--- src/rtl/posctr_pkg.sv ---
package posctr_pkg;

  typedef enum logic [1:0] {
    MD_FREE    = 2'b00,
    MD_ONESHOT = 2'b01,
    MD_CLAMP   = 2'b10,
    MD_MODN    = 2'b11
  } cmode_e;

  typedef enum logic [1:0] {
    IX_NONE  = 2'b00,
    IX_LOAD  = 2'b01,
    IX_CLEAR = 2'b10,
    IX_SNAP  = 2'b11
  } idxact_e;

  typedef enum logic [1:0] {
    FB_HIGH = 2'b00,
    FB_SIGN = 2'b01,
    FB_DIR  = 2'b10,
    FB_OFF  = 2'b11
  } flgb_e;

  // positions of the event sources, shared by the status byte and the mask
  localparam int EV_CY  = 3;
  localparam int EV_BW  = 2;
  localparam int EV_CMP = 1;
  localparam int EV_IDX = 0;

endpackage

--- src/rtl/posctr_step.sv ---
module posctr_step
  import posctr_pkg::*;
#(
  parameter int W = 32
) (
  input  logic [W-1:0] cnt,
  input  logic [W-1:0] lim,
  input  logic         up,
  input  cmode_e       mode,
  input  logic         go,
  output logic [W-1:0] nxt,
  output logic         cy_ev,
  output logic         bw_ev,
  output logic         cmp_ev
);

  localparam logic [W-1:0] ONE  = {{(W-1){1'b0}}, 1'b1};
  localparam logic [W-1:0] ZERO = '0;

  function automatic logic [W-1:0] wrap_inc(input logic [W-1:0] v);
    return v + ONE;
  endfunction

  function automatic logic [W-1:0] wrap_dec(input logic [W-1:0] v);
    return v - ONE;
  endfunction

  logic at_lim, at_zero;
  assign at_lim  = (cnt == lim);
  assign at_zero = (cnt == ZERO);

  always_comb begin
    nxt   = cnt;
    cy_ev = 1'b0;
    bw_ev = 1'b0;
    if (go) begin
      if (up) begin
        if (at_lim && mode == MD_CLAMP) begin
          nxt = cnt;
        end else if (at_lim && mode == MD_MODN) begin
          nxt   = ZERO;
          cy_ev = 1'b1;
        end else begin
          nxt   = wrap_inc(cnt);
          cy_ev = &cnt;
        end
      end else begin
        if (at_zero && mode == MD_CLAMP) begin
          nxt = cnt;
        end else if (at_zero && mode == MD_MODN) begin
          nxt   = lim;
          bw_ev = 1'b1;
        end else begin
          nxt   = wrap_dec(cnt);
          bw_ev = at_zero;
        end
      end
    end
  end

  // compare in both directions for modes 00/01, up only for 10/11
  assign cmp_ev = go && (nxt == lim) && (up || !mode[1]);

endmodule

--- src/rtl/posctr_status.sv ---
module posctr_status
  import posctr_pkg::*;
(
  input  logic       clk,
  input  logic       rst_n,
  input  logic [3:0] ev_in,
  input  logic       clr_stat,
  input  logic       set_sign,
  input  logic       clr_sign,
  input  logic       dir_upd,
  input  logic       dir_in,
  input  logic       cen_live,
  input  logic [3:0] ev_mask,
  input  logic       ev_pulse_mode,
  input  flgb_e      flgb_sel,
  output logic [7:0] stat_q,
  output logic       ev_flag_n,
  output logic       flag_b
);

  logic [3:0] sticky_q, pulse_q;
  logic       sign_q, dir_q;

  function automatic logic sign_next(input logic cur, input logic c, input logic s,
                                     input logic cy, input logic bw);
    if (c)       return 1'b0;
    else if (s)  return 1'b1;
    else if (bw) return 1'b1;
    else if (cy) return 1'b0;
    return cur;
  endfunction

  always_ff @(posedge clk or negedge rst_n) begin
    if (!rst_n) begin
      sticky_q <= '0;
      pulse_q  <= '0;
      sign_q   <= 1'b0;
      dir_q    <= 1'b0;
    end else begin
      sticky_q <= (sticky_q & {4{~clr_stat}}) | ev_in;
      pulse_q  <= ev_in;
      sign_q   <= sign_next(sign_q, clr_sign, set_sign, ev_in[EV_CY], ev_in[EV_BW]);
      if (dir_upd) dir_q <= dir_in;
    end
  end

  assign stat_q = {sticky_q, cen_live, 1'b0, dir_q, sign_q};

  logic [3:0] flag_src;
  assign flag_src  = ev_pulse_mode ? pulse_q : sticky_q;
  assign ev_flag_n = ~|(flag_src & ev_mask);

  always_comb begin
    unique case (flgb_sel)
      FB_SIGN: flag_b = sign_q;
      FB_DIR:  flag_b = dir_q;
      default: flag_b = 1'b1;
    endcase
  end


  carry_sticky_chk: assert property (@(posedge clk) disable iff (!rst_n)
    ev_in[EV_CY] |=> stat_q[7]);


  stat_clear_chk: assert property (@(posedge clk) disable iff (!rst_n)
    (clr_stat && ev_in == 4'b0) |=> stat_q[7:4] == 4'b0);


  sign_force_chk: assert property (@(posedge clk) disable iff (!rst_n)
    clr_sign |=> !stat_q[0]);

endmodule

--- src/rtl/posctr_core.sv ---
module posctr_core
  import posctr_pkg::*;
#(
  parameter int W = 32
) (
  input  logic         clk,
  input  logic         rst_n,
  input  logic         cnt_stb,
  input  logic         cnt_up,
  input  logic [1:0]   mode_sel,
  input  logic         cnt_hold,
  input  logic         preset_we,
  input  logic [W-1:0] preset_din,
  input  logic         cmd_clr,
  input  logic         cmd_load,
  input  logic         cmd_snap,
  input  logic         cmd_clr_stat,
  input  logic         cmd_set_sign,
  input  logic         cmd_clr_sign,
  input  logic         idx_in,
  input  logic [1:0]   idx_act,
  input  logic [3:0]   ev_mask,
  input  logic         ev_pulse_mode,
  input  logic [1:0]   flgb_sel,
  output logic [W-1:0] cnt_q,
  output logic [W-1:0] snap_q,
  output logic [7:0]   stat_q,
  output logic         ev_flag_n,
  output logic         flag_b
);

  cmode_e  mode;
  idxact_e iact;
  assign mode = cmode_e'(mode_sel);
  assign iact = idxact_e'(idx_act);

  logic [W-1:0] cnt_r, idr_r, snap_r, step_nxt;
  logic         halted;

  // named internal events
  logic clr_any, ld_any, snap_any, cen, count_go;
  logic cy_ev, bw_ev, cmp_ev;

  assign clr_any  = cmd_clr  || (idx_in && iact == IX_CLEAR);
  assign ld_any   = cmd_load || (idx_in && iact == IX_LOAD);
  assign snap_any = cmd_snap || (idx_in && iact == IX_SNAP);
  assign cen      = !cnt_hold && !halted;
  assign count_go = cnt_stb && cen && !clr_any && !ld_any;

  posctr_step #(.W(W)) u_step (
    .cnt    (cnt_r),
    .lim    (idr_r),
    .up     (cnt_up),
    .mode   (mode),
    .go     (count_go),
    .nxt    (step_nxt),
    .cy_ev  (cy_ev),
    .bw_ev  (bw_ev),
    .cmp_ev (cmp_ev)
  );

  always_ff @(posedge clk or negedge rst_n) begin
    if (!rst_n) begin
      cnt_r  <= '0;
      idr_r  <= '0;
      snap_r <= '0;
      halted <= 1'b0;
    end else begin
      if (clr_any)     cnt_r <= '0;
      else if (ld_any) cnt_r <= idr_r;
      else             cnt_r <= step_nxt;
      if (preset_we) idr_r  <= preset_din;
      if (snap_any)  snap_r <= cnt_r;
      if (clr_any || ld_any)
        halted <= 1'b0;
      else if (mode == MD_ONESHOT && (cy_ev || bw_ev))
        halted <= 1'b1;
    end
  end

  logic [3:0] ev_vec;
  assign ev_vec = {cy_ev, bw_ev, cmp_ev, idx_in};

  posctr_status u_stat (
    .clk           (clk),
    .rst_n         (rst_n),
    .ev_in         (ev_vec),
    .clr_stat      (cmd_clr_stat),
    .set_sign      (cmd_set_sign),
    .clr_sign      (cmd_clr_sign),
    .dir_upd       (cnt_stb),
    .dir_in        (cnt_up),
    .cen_live      (cen),
    .ev_mask       (ev_mask),
    .ev_pulse_mode (ev_pulse_mode),
    .flgb_sel      (flgb_e'(flgb_sel)),
    .stat_q        (stat_q),
    .ev_flag_n     (ev_flag_n),
    .flag_b        (flag_b)
  );

  assign cnt_q  = cnt_r;
  assign snap_q = snap_r;


  hold_freeze_chk: assert property (@(posedge clk) disable iff (!rst_n)
    (cnt_hold && !clr_any && !ld_any) |=> $stable(cnt_q));


  oneshot_stop_chk: assert property (@(posedge clk) disable iff (!rst_n)
    (halted && !clr_any && !ld_any) |=> $stable(cnt_q));


  clamp_top_chk: assert property (@(posedge clk) disable iff (!rst_n)
    (count_go && cnt_up && mode == MD_CLAMP && cnt_q == idr_r) |=> $stable(cnt_q));


  modn_wrap_chk: assert property (@(posedge clk) disable iff (!rst_n)
    (count_go && cnt_up && mode == MD_MODN && cnt_q == idr_r) |=> cnt_q == '0);


  clear_prio_chk: assert property (@(posedge clk) disable iff (!rst_n)
    clr_any |=> cnt_q == '0);

endmodule

--- config.mk ---
export PLATFORM = sky130hd
export DESIGN_NAME = posctr_core
export DESIGN_NICKNAME = d
export VERILOG_FILES = /design/src/rtl/posctr_pkg.sv /design/src/rtl/posctr_step.sv /design/src/rtl/posctr_status.sv /design/src/rtl/posctr_core.sv
export SDC_FILE = /design/constraint.sdc
export NUM_CORES = 1
export LEC_CHECK = 0
export ABC_CLOCK_PERIOD_IN_PS = 5000
export BUFFER_PORTS_ARGS = -buffer_cell sky130_fd_sc_hd__clkbuf_2
export CAP_MARGIN = 0
export CORE_MARGIN = 2
export CORE_UTILIZATION = 38
export CTS_CLUSTER_DIAMETER = 30
export CTS_CLUSTER_SIZE = 14
export DETAILED_ROUTE_END_ITERATION = 16
export GPL_TIMING_DRIVEN = 0
export PLACE_DENSITY_LB_ADDON = 0.2
export SYNTH_ARGS = -nofsm -noshare
export SYNTH_HDL_FRONTEND = slang
export SYNTH_SLANG_ARGS = --single-unit
--- constraint.sdc ---
create_clock -name clk -period 5 [get_ports clk]
set_input_delay 0 -clock clk [delete_from_list [all_inputs] [get_ports clk]]
set_output_delay 0 -clock clk [all_outputs]
set_load 0.01 [all_outputs]
==> results.ini <==
[status]
status=finished with violations
violations=setup timing

[clock_tree]
tritoncts=yes
clock_sinks=107
cts_max_path_buffers=2
clkSlewWorstSetupHoldPaths_ps=80
clk_latency_ps=380
cts_max_level=3
cts_root_buf=clkbuf_16
numCtsBuffers=9

[timing]
fin_skew_ps=12.9
setup_ws_ps=-24.5
hold_violations=0
tns_ps=-30.2
slew_violations=0
post-route-period-util=1.00
slew_headroom=0.225
period_minus_slack_ps=5020
tightest_slew_ps=1160
fmax_ghz=0.199
setup_viol=2

[detailed_routing]
wl_per_cell_um=28.7
vias=9228
remaining_drc_errors=0
totalWireLength_um=41600
drt_iter0_drc=1201
vias_per_cell=6.37
dr.pass1.iters=7
ant_nets=0

[synthesis]
synth_enable_flop_cells=0
synth_top_area_share=0.328
ys_async_sr_fraction=1.00
yosysWarnings=0
yosysTopAreaCell=dfrtp_1
ys_ff_latch=107
syn_area_mm2=0.00817
synth_flop_cell=dfrtp_1
yosysSeqAreaShare=0.328
avgSynthCellArea_um2=8.33
synth_nets=1041
synth_cell_types=79
syn_inst=981
synth_area_leaders=dfrtp_1 33%, mux2_2 7.3%, xor2_1 5.0%, nor2_1 3.9%, nand2_1 3.4%

[critical_path]
worstPathMaxFanout=10
worstPathArrival_ps=5310
required_ps=5280
max_stage_delay_ps=540
cp_slowest_cell=nor4_1
crit_type=flop to flop
cp-end-kind=flop
cp_common_cell=clkbuf_1
path_cells=clkbuf_1 > xor2_1 > nor4_1 > and4_1 > clkbuf_1 > nand3_1 > clkbuf_1 > a21oi_1 > o2bb2ai_1 > a21oi_1 > nor4_1 > and4b_1 > nand4_1 > o32ai_2
startpoint_type=flop

[placed_design]
gp_congestion=1.08
place.port_buffers=125
dpl.hpwl_um=31600

[finish]
fin_nets=1228
antennaDiodeCount=0
layout_commonest_cell=clkbuf_2
final_cell_mix=129 x clkbuf_2, 107 x dfrtp_1, 82 x nor2_1
drive_gt1_frac=0.222
area_growth_pct=22.7

[global_routing]
grt_max_degree=108
grtUsageTotal=0.365
grt-ovfl-total=0
grt_pass1_vias=8646
antenna_found_initial=3
grt_first_pass_wirelength_um=58700

[pwr]
vdd.ir_drop.worst_v=0.000160
power.leakage_nw=4.14
power_density_mw_per_mm2=261
power_mw=2.61

[floorplan]
dieArea_mm2=0.0227
core-area_mm2=0.0211
initial_core_util=0.387
std_cell_rows=53
die_y_um=151
pin_count=130
die_w_um=151

[run]
cap_violations=0

[hold_path]
min_path_type=primary input to flop

-- critical path, delay by kind of cell (launching register included) --
family | cells | cell delay [ps]
DFF | 1 | 360
buffers and inverters | 3 | 1260
and+or+nand+nor | 6 | 2180
xor gates and xnor gates | 1 | 250
AOI/OAI and AO/OA | 4 | 840
-- registers in the layout, summed over array words and instances (netlist names) --
signal	flops
u_stat.pulse_q	4
snap_q	32
u_stat.dir_q	1
u_stat.sticky_q	4
halted	1
idr_r	32
u_stat.sign_q	1
cnt_q	32
-- Yosys cell counts, types with 4 or more instances --
library cell	count
a2111oi_0	4
a211oi_1	23
a21o_1	7
a21oi_1	49
a221oi_1	6
a311oi_1	4
a31o_2	4
a31oi_1	16
a32oi_1	5
and3_1	9
and4_1	7
buf_1	6
buf_2	7
buf_4	4
clkbuf_1	71
dfrtp_1	107
ha_1	4
inv_1	28
mux2_2	53
mux2i_1	4
nand2_1	75
nand2b_1	6
nand3_1	35
nand4_1	24
nor2_1	84
nor2b_1	5
nor3_1	43
nor4_1	26
nor4b_1	4
o2111ai_1	5
o211ai_1	18
o21ai_0	50
o22ai_1	5
o311ai_0	5
o31ai_1	10
o41ai_1	5
or2_2	4
or3_1	13
or4_1	16
xnor2_1	20
xor2_1	47
-- repair_timing --
item | 4_1_cts | 5_1_grt
setup endpoints to repair | 2 | 2
hold endpoints to repair | 147 | 0
buffers inserted | 2 | 10
hold buffers | 40 | 0
pin swaps | 1 | 5
resized for setup | 3 | 22
cloned | 0 | 0
-- where the power goes --
group          leakage, nW  switching, mW  internal [mW]
clock network        0.144          0.376          0.348
registers             1.37          0.106          0.941
logic                 2.63          0.535          0.307
-- logic make-up after synthesis --
kind of cell / share of synthesized area
fa+ha+maj: 0.00613
simple gates: 0.244
compound gates: 0.214
buf+inv: 0.0576
xor+xnor: 0.0718
mux: 0.0780
other cells: 0.000459
flops: 0.328
-- worst paths after layout --
check                                           to      start  cells after the start  slack (ps)
worst max register to register  u_stat.sticky_q[1]   cnt_q[5]                     14         -20
worst min-delay path                      cnt_q[2]   cmd_load                      4         100
worst max-delay path            u_stat.sticky_q[1]   cnt_q[5]                     14         -20
worst min register to register           snap_q[9]  snap_q[9]                      2         480
min in group asynchronous                idr_r[22]      rst_n                      2         290
max in group asynchronous                 cnt_q[6]      rst_n                      2        4100
-- routing by layer --
metal | share of wire | vias to the layer above | global-route usage
met2 | 0.42 | 614 | 0.532
met5 | 0.00072 | - | 0
met1 | 0.43 | 4466 | 0.506
met3 | 0.11 | 106 | 0.0961
met4 | 0.045 | 4 | 0.162
li1 | - | 4038 | -
-- metrics by stage --
stage	util	cells	hold slack (ps)	cell area [um2]	worst slack, ps
floorplan	-	981	-296	8170	1390
global placement	0.433	1381	170	9140	-433
detailed placement	0.434	1382	176	9160	-180
CTS	0.468	1439	63.1	9870	11.7
global route	0.475	1448	115	10000	-70.3
finish	0.475	1448	97.3	10000	-24.5
-- layout make-up --
class | count | area, um2
Buffer | 87 | 364
Clock buffer | 9 | 225
Clock inverter | 7 | 58.8
Fill cell | 2148 | 11100
Inverter | 28 | 105
Multi-Input combinational cell | 757 | 5100
Sequential cell | 107 | 2680
Tap cell | 275 | 344
Timing Repair Buffer | 178 | 1140
Power figures use the tool's default switching activity.
